==> src/rtl/i2s_rx_pkg.sv <==
// Register addresses, field positions and flag indexes shared by the receiver.
package i2s_rx_pkg;
    localparam int REG_W = 32;

    localparam logic [1:0] A_CTRL  = 2'd0;
    localparam logic [1:0] A_STAT  = 2'd1;
    localparam logic [1:0] A_IRQEN = 2'd2;
    localparam logic [1:0] A_DATA  = 2'd3;

    localparam int CTL_EN      = 0;
    localparam int CTL_I2S     = 1;
    localparam int CTL_DMA     = 2;
    localparam int CTL_LEN_LSB = 4;
    localparam int CTL_WM_LSB  = 16;

    localparam int ST_SYNC = 0;
    localparam int ST_OVF  = 1;
    localparam int ST_UDF  = 2;
    localparam int ST_W    = 3;
endpackage

==> src/rtl/i2s_rx_sync.sv <==
// Brings the three serial lines into the system clock domain and marks a bit-clock
// rising edge. All three lines pass through chains of equal length, so the data and
// sync values seen with the edge pulse were sampled at the same instant.
// Assumes the system clock is at least 4x the bit clock.
module i2s_rx_sync #(
    parameter int STAGES = 2
) (
    input  logic clk,
    input  logic rst_n,
    input  logic sclk_a,
    input  logic ws_a,
    input  logic sd_a,
    output logic bit_tick,
    output logic ws_bit,
    output logic sd_bit
);
    logic [2:0] chain [STAGES];
    logic       sclk_last;

    // first synchronizer stage captures the raw lines
    always_ff @(posedge clk) begin
        if (!rst_n) chain[0] <= '0;
        else        chain[0] <= {sclk_a, ws_a, sd_a};
    end

    genvar g;
    generate
        for (g = 1; g < STAGES; g++) begin : g_stage
            // each further stage re-registers the previous one
            always_ff @(posedge clk) begin
                if (!rst_n) chain[g] <= '0;
                else        chain[g] <= chain[g-1];
            end
        end
    endgenerate

    // remember the synchronized bit clock to find its rising edge
    always_ff @(posedge clk) begin
        if (!rst_n) sclk_last <= 1'b0;
        else        sclk_last <= chain[STAGES-1][2];
    end

    assign bit_tick = chain[STAGES-1][2] & ~sclk_last;
    assign ws_bit   = chain[STAGES-1][1];
    assign sd_bit   = chain[STAGES-1][0];
endmodule

==> src/rtl/i2s_rx_deser.sv <==
// Slot tracker and shift register. On every bit tick it decides whether the bit
// starts a new slot, using the sync line delayed by one bit in I2S mode. It collects
// width bits per slot and emits one right-justified word per complete slot.
// Capture starts only at a left-slot start, and a wrong slot length gives an error pulse.
module i2s_rx_deser #(
    parameter int DATA_W = 32,
    localparam int LEN_W = $clog2(DATA_W),
    localparam int CNT_W = $clog2(DATA_W + 1)
) (
    input  logic              clk,
    input  logic              rst_n,
    input  logic              en,
    input  logic              i2s_mode,
    input  logic [LEN_W-1:0]  len_m1,
    input  logic              bit_tick,
    input  logic              ws_bit,
    input  logic              sd_bit,
    output logic              push,
    output logic [DATA_W-1:0] word,
    output logic              sync_err
);
    logic              ws_d1, ws_d2;
    logic              armed_q, armed_n;
    logic              bad_q, bad_n;
    logic [CNT_W-1:0]  cnt_q, cnt_n;
    logic [DATA_W-1:0] sh_q, sh_n;
    logic              cur_ch, prv_ch, slot_start, took;
    logic [CNT_W-1:0]  width_c;

    // keep the last two sampled sync values for edge detection in both framings
    always_ff @(posedge clk) begin
        if (!rst_n) begin
            ws_d1 <= 1'b0;
            ws_d2 <= 1'b0;
        end else if (bit_tick) begin
            ws_d1 <= ws_bit;
            ws_d2 <= ws_d1;
        end
    end

    assign cur_ch     = i2s_mode ? ws_d1 : ws_bit;
    assign prv_ch     = i2s_mode ? ws_d2 : ws_d1;
    assign slot_start = cur_ch != prv_ch;
    assign width_c    = CNT_W'(len_m1) + CNT_W'(1);

    // next-state logic for alignment, bit count and shift register
    always_comb begin
        armed_n  = armed_q;
        bad_n    = bad_q;
        cnt_n    = cnt_q;
        sh_n     = sh_q;
        took     = 1'b0;
        sync_err = 1'b0;
        if (!en) begin
            armed_n = 1'b0;
            bad_n   = 1'b0;
            cnt_n   = '0;
        end else if (bit_tick) begin
            if (!armed_q) begin
                if (slot_start && !cur_ch) begin
                    armed_n = 1'b1;
                    bad_n   = 1'b0;
                    sh_n    = {{(DATA_W-1){1'b0}}, sd_bit};
                    cnt_n   = CNT_W'(1);
                    took    = 1'b1;
                end
            end else if (slot_start) begin
                if (!bad_q && cnt_q != width_c) sync_err = 1'b1;
                bad_n = 1'b0;
                sh_n  = {{(DATA_W-1){1'b0}}, sd_bit};
                cnt_n = CNT_W'(1);
                took  = 1'b1;
            end else if (!bad_q) begin
                if (cnt_q == width_c) begin
                    sync_err = 1'b1;
                    bad_n    = 1'b1;
                end else begin
                    sh_n  = {sh_q[DATA_W-2:0], sd_bit};
                    cnt_n = cnt_q + CNT_W'(1);
                    took  = 1'b1;
                end
            end
        end
    end

    // register the slot state
    always_ff @(posedge clk) begin
        if (!rst_n) begin
            armed_q <= 1'b0;
            bad_q   <= 1'b0;
            cnt_q   <= '0;
            sh_q    <= '0;
        end else begin
            armed_q <= armed_n;
            bad_q   <= bad_n;
            cnt_q   <= cnt_n;
            sh_q    <= sh_n;
        end
    end

    assign push = took && (cnt_n == width_c);
    assign word = sh_n;
endmodule

==> src/rtl/i2s_rx_fifo.sv <==
// Receive FIFO with occupancy count. A push while full and a pop while empty are
// ignored here; the caller turns them into status flags. Read data is the head entry.
module i2s_rx_fifo #(
    parameter int W     = 32,
    parameter int DEPTH = 64,
    localparam int AW   = $clog2(DEPTH),
    localparam int LW   = $clog2(DEPTH + 1)
) (
    input  logic          clk,
    input  logic          rst_n,
    input  logic          push,
    input  logic [W-1:0]  din,
    input  logic          pop,
    output logic [W-1:0]  dout,
    output logic          full,
    output logic          empty,
    output logic [LW-1:0] level
);
    logic [W-1:0]  mem [DEPTH];
    logic [AW-1:0] wp, rp;
    logic          do_wr, do_rd;

    assign full  = level == LW'(DEPTH);
    assign empty = level == '0;
    assign do_wr = push && !full;
    assign do_rd = pop && !empty;
    assign dout  = mem[rp];

    // store an accepted word
    always_ff @(posedge clk) begin
        if (do_wr) mem[wp] <= din;
    end

    // advance pointers and occupancy
    always_ff @(posedge clk) begin
        if (!rst_n) begin
            wp    <= '0;
            rp    <= '0;
            level <= '0;
        end else begin
            if (do_wr) wp <= (wp == AW'(DEPTH-1)) ? '0 : wp + AW'(1);
            if (do_rd) rp <= (rp == AW'(DEPTH-1)) ? '0 : rp + AW'(1);
            level <= level + LW'(do_wr) - LW'(do_rd);
        end
    end
endmodule

==> src/rtl/i2s_rx_consumer.sv <==
// Top of the serial audio receiver. It holds the host registers, the sticky flags,
// the DMA request and the interrupt, and wires together the synchronizer, the
// deserializer and the FIFO. Assumes only one host strobe is active per cycle.
module i2s_rx_consumer
    import i2s_rx_pkg::*;
#(
    parameter int DATA_W      = 32,
    parameter int FIFO_DEPTH  = 64,
    parameter int SYNC_STAGES = 2
) (
    input  logic             clk,
    input  logic             rst_n,
    input  logic             ser_clk,
    input  logic             ser_sync,
    input  logic             ser_data,
    input  logic             host_wr,
    input  logic             host_rd,
    input  logic [1:0]       host_addr,
    input  logic [REG_W-1:0] host_wdata,
    output logic [REG_W-1:0] host_rdata,
    output logic             dma_req,
    output logic             irq
);
    localparam int LEN_W = $clog2(DATA_W);
    localparam int LVL_W = $clog2(FIFO_DEPTH + 1);

    logic              tick, ws_s, sd_s;
    logic              push, sync_err;
    logic [DATA_W-1:0] word, dout;
    logic              f_full, f_empty;
    logic [LVL_W-1:0]  level;

    logic              rx_en_q, i2s_q, dma_en_q;
    logic [LEN_W-1:0]  len_q;
    logic [LVL_W-1:0]  wm_q;
    logic [ST_W-1:0]   stat_q, ien_q, st_set, st_clr;
    logic [REG_W-1:0]  ctrl_word, rd_mux;
    logic              pop;

    i2s_rx_sync #(.STAGES(SYNC_STAGES)) i_sync (
        .clk(clk), .rst_n(rst_n),
        .sclk_a(ser_clk), .ws_a(ser_sync), .sd_a(ser_data),
        .bit_tick(tick), .ws_bit(ws_s), .sd_bit(sd_s)
    );

    i2s_rx_deser #(.DATA_W(DATA_W)) i_deser (
        .clk(clk), .rst_n(rst_n),
        .en(rx_en_q), .i2s_mode(i2s_q), .len_m1(len_q),
        .bit_tick(tick), .ws_bit(ws_s), .sd_bit(sd_s),
        .push(push), .word(word), .sync_err(sync_err)
    );

    i2s_rx_fifo #(.W(DATA_W), .DEPTH(FIFO_DEPTH)) i_fifo (
        .clk(clk), .rst_n(rst_n),
        .push(push), .din(word), .pop(pop),
        .dout(dout), .full(f_full), .empty(f_empty), .level(level)
    );

    assign pop = host_rd && host_addr == A_DATA;

    // host writes to the control and interrupt-enable registers
    always_ff @(posedge clk) begin
        if (!rst_n) begin
            rx_en_q  <= 1'b0;
            i2s_q    <= 1'b0;
            dma_en_q <= 1'b0;
            len_q    <= '0;
            wm_q     <= '0;
            ien_q    <= '0;
        end else if (host_wr) begin
            case (host_addr)
                A_CTRL: begin
                    rx_en_q  <= host_wdata[CTL_EN];
                    i2s_q    <= host_wdata[CTL_I2S];
                    dma_en_q <= host_wdata[CTL_DMA];
                    len_q    <= host_wdata[CTL_LEN_LSB +: LEN_W];
                    wm_q     <= host_wdata[CTL_WM_LSB +: LVL_W];
                end
                A_IRQEN: ien_q <= host_wdata[ST_W-1:0];
                default: ;
            endcase
        end
    end

    // gather flag set events and write-one-to-clear requests
    always_comb begin
        st_set          = '0;
        st_set[ST_SYNC] = sync_err;
        st_set[ST_OVF]  = push && f_full;
        st_set[ST_UDF]  = pop && f_empty;
        st_clr = (host_wr && host_addr == A_STAT) ? host_wdata[ST_W-1:0] : '0;
    end

    // sticky flags, where a new event wins over a clear in the same cycle
    always_ff @(posedge clk) begin
        if (!rst_n) stat_q <= '0;
        else        stat_q <= (stat_q & ~st_clr) | st_set;
    end

    // assemble the control readback
    always_comb begin
        ctrl_word                            = '0;
        ctrl_word[CTL_EN]                    = rx_en_q;
        ctrl_word[CTL_I2S]                   = i2s_q;
        ctrl_word[CTL_DMA]                   = dma_en_q;
        ctrl_word[CTL_LEN_LSB +: LEN_W]      = len_q;
        ctrl_word[CTL_WM_LSB +: LVL_W]       = wm_q;
    end

    // select the register being read
    always_comb begin
        case (host_addr)
            A_CTRL:  rd_mux = ctrl_word;
            A_STAT:  rd_mux = REG_W'(stat_q);
            A_IRQEN: rd_mux = REG_W'(ien_q);
            default: rd_mux = f_empty ? '0 : REG_W'(dout);
        endcase
    end

    // register read data on a read strobe
    always_ff @(posedge clk) begin
        if (!rst_n)       host_rdata <= '0;
        else if (host_rd) host_rdata <= rd_mux;
    end

    assign dma_req = dma_en_q && (level != '0) && (level >= wm_q);
    assign irq     = |(stat_q & ien_q);
endmodule

==> config.mk <==
export PLATFORM = sky130hd
export DESIGN_NAME = i2s_rx_consumer
export DESIGN_NICKNAME = d
export VERILOG_FILES = /design/src/rtl/i2s_rx_pkg.sv /design/src/rtl/i2s_rx_sync.sv /design/src/rtl/i2s_rx_deser.sv /design/src/rtl/i2s_rx_fifo.sv /design/src/rtl/i2s_rx_consumer.sv
export SDC_FILE = /design/constraint.sdc
export NUM_CORES = 2
export LEC_CHECK = 0
export CORE_MARGIN = 4
export CORE_UTILIZATION = 45
export CTS_BUF_LIST = sky130_fd_sc_hd__clkbuf_4
export DETAILED_ROUTE_END_ITERATION = 7
export HOLD_SLACK_MARGIN = 0.06
export PLACE_DENSITY = 0.67
export SETUP_SLACK_MARGIN = 0.4
export SYNTH_ARGS = -nofsm -noshare
export SYNTH_HDL_FRONTEND = slang
export SYNTH_SLANG_ARGS = --single-unit
==> constraint.sdc <==
create_clock -name clk -period 8.5 [get_ports clk]
set_input_delay 1.275 -clock clk [delete_from_list [all_inputs] [get_ports clk]]
set_output_delay 1.275 -clock clk [all_outputs]
set_load 0.02 [all_outputs]
# After elaboration in Yosys (flattened, before gate mapping)
# Memories as Yosys holds them, arrays and structs flattened. A register that Yosys moved wholly into a read port is not among the register bits.
# Index checks and enable logic that the tools add are counted.
word_totals:
  register_bits: 115
  latch_bits: 0
  ram_bits: 2054
  rom_bits: 0
  in_bits: 41
  out_inout_bits: 34
  wordCells: 117
  n_memories: 2
op_classes:
  add_sub_neg: 6
  multipliers: 0
  n_div: 0
  order_cmp: 1
  eq_ne: 10
  shift: 0
  muxes: 48
  n_bitwise: 8
  reduce_logical: 24
memory_table:
  columns: ["memory", "words", "width", "rd", "rd_ports_with_merged_regs", "write_ports", "line_no", "rtl"]
  rows:
  - ["i_fifo.mem", 64, 32, 1, 1, 1, "i2s_rx_fifo.sv:19", "logic [W-1:0] mem [DEPTH];"]
  - ["i_sync.chain", 2, 3, 2, 0, 2, "i2s_rx_sync.sv:17", "logic [2:0] chain [STAGES];"]
ops:
  columns: ["operator", "count"]
  rows:
  - ["$mux 32", 8]
  - ["$pmux 32 s3", 1]
  - ["$mux 6", 11]
  - ["$mux 1", 25]
  - ["$add 6x1->6 const B", 3]
  - ["$eq 6x6->1", 2]
  - ["$eq 6x6->1 const B", 2]
  - ["$logic_and 1x1->1", 11]
  - ["$mux 3", 3]
  - ["$reduce_and 2->1", 4]
  - ["$add 7x1->7", 1]
  - ["$eq 7x7->1 const B", 1]
  - ["$ge 7x7->1", 1]
  - ["$logic_not 7->1", 1]
  - ["$reduce_bool 7->1", 1]
  - ["$sub 7x1->7", 1]
  - ["$add 5x1->6 const B", 1]
  - ["$and 3x3->3", 2]
  - ["$ne 6x6->1", 1]
  - ["$eq 2x2->1 const B", 2]
  - ["$logic_not 1->1", 4]
  - ["$not 3->3", 1]
  - ["$or 3x3->3", 1]
  - ["$reduce_or 3->1", 1]
  - ["other kinds (7)", 8]

# Longest topological paths before layout
logic_depth:
  depth_word: 13
  ltp_mapped: 22
  mapped_depth_nobuf: 21

# Cells and area by module
# From an unflattened synthesis, not the netlist that was laid out.
unflattened:
  hier_cells: 4022
  area_unflattened_um2: 83900.5
by_module_without_submodules:
  columns: ["module", "instances", "cells_each", "area_each_um2", "seq_area_each_um2"]
  rows:
  - ["i2s_rx_fifo", 1, 3515, 79142.2, 61999.5]
  - ["i2s_rx_consumer", 1, 269, 2473.6, 1061.0]
  - ["i2s_rx_deser", 1, 223, 2094.5, 840.8]
  - ["i2s_rx_sync", 1, 15, 190.2, 140.1]

# Least setup slack after synthesis
# No wires, ideal clock.
synth_path:
  path_type: "register to register"
  from: "reg i2s_q"
  to: "mem i_fifo.mem[13][0] (enable)"
  setup_ns: 0.461
  arrival_time_ns: 4.865
  required_ns: 8.039
  slack_ns: 3.174
  path_stages_with_launch: 13
  path_buffers: 1
  synth_period_minus_slack_ns: 5.326
  path_cell_list: "dfxtp_1 -> mux2_2 -> ha_1 -> nand2_1 -> nor2_1 -> a21o_1 -> a21o_1 -> o211ai_1 -> mux2i_1 -> nor3_4 -> nand4_4 -> buf_6 -> nor3_1"
synth_via:
  elab_chain_cells: 12
synth_rtl:
  columns: ["element", "line_no", "rtl"]
  rows:
  - ["start, declared", "i2s_rx_consumer.sv:33", "logic rx_en_q, i2s_q, dma_en_q;"]
  - ["start signal, assigned", "i2s_rx_consumer.sv:74", "i2s_q <= host_wdata[CTL_I2S];"]
  - ["$mux 1, on equally long branches", "i2s_rx_deser.sv:41, i2s_rx_deser.sv:42", null]
  - ["$ne 1x1->1 / $logic_not 1->1 (equally long branches)", "i2s_rx_deser.sv:43, i2s_rx_deser.sv:60", null]
  - ["$logic_and 1x1->1", "i2s_rx_deser.sv:60", "if (slot_start && !cur_ch) begin"]
  - ["$mux 6", "i2s_rx_deser.sv:60", null]
  - ["$mux 6", "i2s_rx_deser.sv:59", "if (!armed_q) begin"]
  - ["$mux 6", "i2s_rx_deser.sv:58", "end else if (bit_tick) begin"]
  - ["$mux 6", "i2s_rx_deser.sv:54", "if (!en) begin"]
  - ["$eq 6x6->1", "i2s_rx_deser.sv:101", "assign push = took && (cnt_n == width_c);"]
  - ["$logic_and 1x1->1 *", "i2s_rx_deser.sv:101", null]
  - ["$logic_and 1x1->1 *", "i2s_rx_fifo.sv:25", "assign do_wr = push && !full;"]
  - ["$mux 1 *", "i2s_rx_fifo.sv:31", "if (do_wr) mem[wp] <= din;"]
  - ["$mux 1 (not written as such) *", "i2s_rx_fifo.sv:31", null]
  - ["end, declared", "i2s_rx_fifo.sv:19", null]
# Mark *: on every way between the ends. The rest lies on a longest branch, timed or not.

# Final worst setup path
layout_path:
  from: "reg len_q[0]"
  to: "mem i_fifo.mem[61][10] (enable)"
layout_via:
  elab_chain_cells: 13
layout_rtl:
  columns: ["element", "line_no", "rtl"]
  rows:
  - ["start, declared", "i2s_rx_consumer.sv:34", "logic [LEN_W-1:0] len_q;"]
  - ["start signal, assigned", "i2s_rx_consumer.sv:76", "len_q <= host_wdata[CTL_LEN_LSB +: LEN_W];"]
  - ["$add 5x1->6 *", "i2s_rx_deser.sv:44", "assign width_c = CNT_W'(len_m1) + CNT_W'(1);"]
  - ["$eq 6x6->1", "i2s_rx_deser.sv:74", "if (cnt_q == width_c) begin"]
  - ["$mux 6", "i2s_rx_deser.sv:74", null]
  - ["$mux 6", "i2s_rx_deser.sv:73", "end else if (!bad_q) begin"]
  - ["$mux 6", "i2s_rx_deser.sv:67", "end else if (slot_start) begin"]
  - ["$mux 6", "i2s_rx_deser.sv:59", null]
  - ["$mux 6", "i2s_rx_deser.sv:58", null]
  - ["$mux 6", "i2s_rx_deser.sv:54", null]
  - ["$eq 6x6->1", "i2s_rx_deser.sv:101", null]
  - ["$logic_and 1x1->1 *", "i2s_rx_deser.sv:101", null]
  - ["$logic_and 1x1->1 *", "i2s_rx_fifo.sv:25", null]
  - ["$mux 1 *", "i2s_rx_fifo.sv:31", null]
  - ["$mux 1 (not written as such) *", "i2s_rx_fifo.sv:31", null]
# Marked as above.

==> impl_metrics.py <==
metrics = {
    "cells_and_area": {
        "utilization": 0.5125,
        "fin_nets": 4258,
        "drive_gt1_frac": 0.3905,
        "n_fill_cell": 14510,
        "multi_input_area_um2": 19150,
        "final_cell_area_um2": 94940,
        "area_growth_pct": 13.33,
        "final_cell_count_no_fill": 7046,
        "seq_area_um2": 64060,
    },
    "routing": {
        "vias": 41320,
        "postRouteAntennaNets": 0,
        "firstDrtPassIters": 8,
        "routed_wl_mm": 201.7,
        "drc": 0,
        "post_drt_wl_per_cell_um": 28.63,
        "drt_iter0_markers": 4986,
        "viasPerCell": 5.864,
    },
    "clock_network": {
        "cts-resized-gates": 0,
        "cts_buffer_depth": 4,
        "numCtsBuffers": 557,
        "cts.sinks": 2175,
        "cts_setup_buffers": 0,
        "root_buffer": "clkbuf_4",
        "tritoncts": "done",
        "cts.clk_slew.worst_paths_ns": 0.07,
        "postCtsHoldBufs": 0,
        "clock_latency_ns": 1.34,
        "h-tree-depth": 6,
    },
    "pwr": {
        "pwr-share-clk": 0.411,
        "swShare": 0.2134,
        "cellInternalPower_mw": 16.60,
        "power.total_mw": 21.10,
        "p_seq_frac": 0.550,
        "leakage_nw": 26.63,
        "p_comb_frac": 0.039,
        "p_per_area_nw_per_um2": 222.2,
        "p_sw_mw": 4.503,
        "ir_drop_mv": 0.1120,
    },
    "floorplan": {
        "die_h_um": 439.5,
        "core_um2": 185200,
        "start_util": 0.4523,
        "die-area_um2": 193100,
        "row_count": 158,
        "top_level_ports": 75,
        "die_w_um": 439.5,
    },
    "critical_path": {
        "crit_arrival_ns": 6.86,
        "crit_path_end_kind": "flop",
        "crit_path_cell_trace": "ha_1 > nand3_2 > xnor2_2 > xnor2_2 > a21oi_4 > o211ai_4 > nor3_4 > nand4_4 > nor3_2 > buf_4",
        "crit_path_frequent_cell": "xnor2_2",
        "crit_buf_inv": 1,
        "cp_slowest_stage_delay_ns": 1.34,
        "critPathTopFamily": "simple AND/OR/NAND/NOR gates",
        "worst-path-max-fanout": 33,
        "cp-start-kind": "flop",
        "critPathRequiredTime_ns": 9.38,
        "slowest_stage": "nor3_2",
        "worstSetupPathType": "reg2reg",
    },
    "status": {
        "outcome": "completed",
    },
    "timing": {
        "finalHoldViolCount": 0,
        "fmax_mhz": 167.0,
        "worst_pin_slew_ns": 1.435,
        "timing.hold.ws_ns": 0.4624,
        "setup_viol": 0,
        "layout_setup_ws_ns": 2.511,
        "fin_worst_skew_ns": 0.1325,
        "finalSetupTns_ns": 0,
        "slew_viol_final": 0,
        "relSlewSlack": 0.03812,
        "period_needed_ns": 5.989,
        "grt_setup_unrepaired": "no",
        "fin_crit_sh": 0.7046,
    },
    "global_route": {
        "grt_max_degree": 139,
        "grt_pass1_wl_mm": 293.8,
        "antenna_found_initial": 9,
        "grt_overflow": 0,
        "grt_usage": 0.2106,
        "grt_pass1_vias": 42070,
    },
    "placement": {
        "dp_cells": 6116,
        "gp_congestion": 0.8180,
        "dpl.hpwl_mm": 114.0,
        "place.port_buffers": 57,
        "dpl_worst_slack_ns": 2.578,
        "dpl_cell_area_um2": 88120,
    },
    "logic_synthesis": {
        "postSynthCellCount": 3655,
        "synth_fp_nets": 3718,
        "synthArstFlopShare": 0,
        "ys.flop_type": "edfxtp_1",
        "ys_ff_latch": 2175,
        "synth_area_um2": 83770,
        "syn-mean-instance-area_um2": 22.92,
        "ys.warnings.count": 0,
        "synth-edff-count": 2048,
        "ys_types": 69,
        "ys_seq_area_frac": 0.7645,
    },
    "job": {
        "drv_cap": 0,
    },
    "hold_path": {
        "worstHoldPathType": "reg2reg",
    },
}
-- placed cells by master, fill, tap and decap left out, types with 7 or more instances in the layout --
master	instances
a22o_2	30
clkdlybuf4s50_1	56
nand4_1	10
nand2b_1	10
nand3_1	10
xor2_1	10
nor3_2	48
clkbuf_4	811
inv_1	23
nor3_4	20
bufinv_16	10
xnor2_1	8
buf_12	9
inv_2	12
nand2_1	89
edfxtp_1	2048
clkinv_2	8
ha_1	21
a21oi_1	47
o21ai_0	20
mux2_2	7
a211oi_1	16
a22oi_1	11
nor2_1	60
dfxtp_1	121
clkinv_1	74
mux4_2	660
a222oi_1	13
nor2b_1	11
mux2i_1	23
and2_1	44
diode_2	10
buf_4	126
-- layer usage --
layer,routed length [um],part of all wire,up-vias,track usage
met5,13,0.000064,-,0
met4,3921,0.019,2,0.06153
met1,80510,0.40,22010,0.2979
li1,-,-,16980,-
met3,18040,0.089,290,0.04592
met2,99230,0.49,2035,0.3330
-- Yosys cell counts, types with 10 or more instances --
| cell | instances | area (um2) |
|---|---|---|
| edfxtp_1 | 2048 | 61500 |
| mux4_2 | 660 | 14860 |
| dfxtp_1 | 127 | 2542 |
| clkbuf_1 | 115 | 431.7 |
| nand2_1 | 89 | 334.1 |
| nor2_1 | 60 | 225.2 |
| buf_1 | 56 | 210.2 |
| nor3_1 | 53 | 265.3 |
| a21oi_1 | 47 | 235.2 |
| and2_1 | 44 | 275.3 |
| buf_2 | 35 | 175.2 |
| a22o_1 | 31 | 271.5 |
| inv_1 | 24 | 90.09 |
| mux2i_1 | 23 | 230.2 |
| ha_1 | 21 | 262.8 |
| nor3_2 | 20 | 200.2 |
| o21ai_0 | 20 | 100.1 |
| a211oi_1 | 16 | 120.1 |
| a222oi_1 | 13 | 130.1 |
| a22oi_1 | 11 | 82.58 |
| nor2b_1 | 11 | 68.82 |
| nand2b_1 | 10 | 62.56 |
| nand3_1 | 10 | 50.05 |
| nand4_1 | 10 | 62.56 |
| xor2_1 | 10 | 87.58 |
-- flip-flops by register name, indices dropped and copies added (netlist names), 6 cells and up, named ones only --
signal and flops:
wm_q 7, i_sync.chain 6, i_fifo.mem 2048, i_deser.sh_q 32, i_fifo.level 7, i_fifo.wp 6, host_rdata 32, i_fifo.rp 6
i_deser.cnt_q 6
-- worst paths after layout --
kind | from | to | slack, ns | cells after the start
worst max-delay path | len_q[0] | i_fifo.mem[61][10] | 2.51 | 10
worst max register to register | len_q[0] | i_fifo.mem[61][10] | 2.51 | 10
worst min register to register | i_sync.chain[0][0] | i_sync.chain[1][0] | 0.46 | 1
worst min-delay path | i_sync.chain[0][0] | i_sync.chain[1][0] | 0.46 | 1
-- cell families after synthesis --
| logic type | Yosys count | share of synthesized area |
|---|---|---|
| flops | 2175 | 0.7645 |
| buf+inv | 237 | 0.01168 |
| fa+ha+maj | 22 | 0.003375 |
| mux | 690 | 0.1811 |
| xor+xnor | 22 | 0.002838 |
| compound gates | 172 | 0.01479 |
| simple gates | 337 | 0.02175 |
-- final cells by class --
cell class | instances | area share
inverters | 25 | 0.0009884
clock buffers | 811 | 0.06413
well taps | 2480 | 0.03268
repair buffers | 193 | 0.01794
multi-input cells | 1243 | 0.2018
clock inverters | 109 | 0.007486
flip-flops and latches | 2175 | 0.6748
diodes | 10 | 0.0002636
-- power by group through the flow --
| stage | sequential, mW | combinational [mW] | clock [mW] |
|---|---|---|---|
| 6_report | 11.6 | 0.832 | 8.67 |
| 5_1_grt | 11.6 | 0.902 | 9.54 |
| 4_1_cts | 11.6 | 0.851 | 8.90 |
| 3_5_place_dp | 11.8 | 0.847 | 0 |
| 3_3_place_gp | 11.8 | 0.848 | 0 |
| 2_1_floorplan | 11.8 | 0.613 | 0 |
Note: power is estimated with default switching activity, not from simulation.
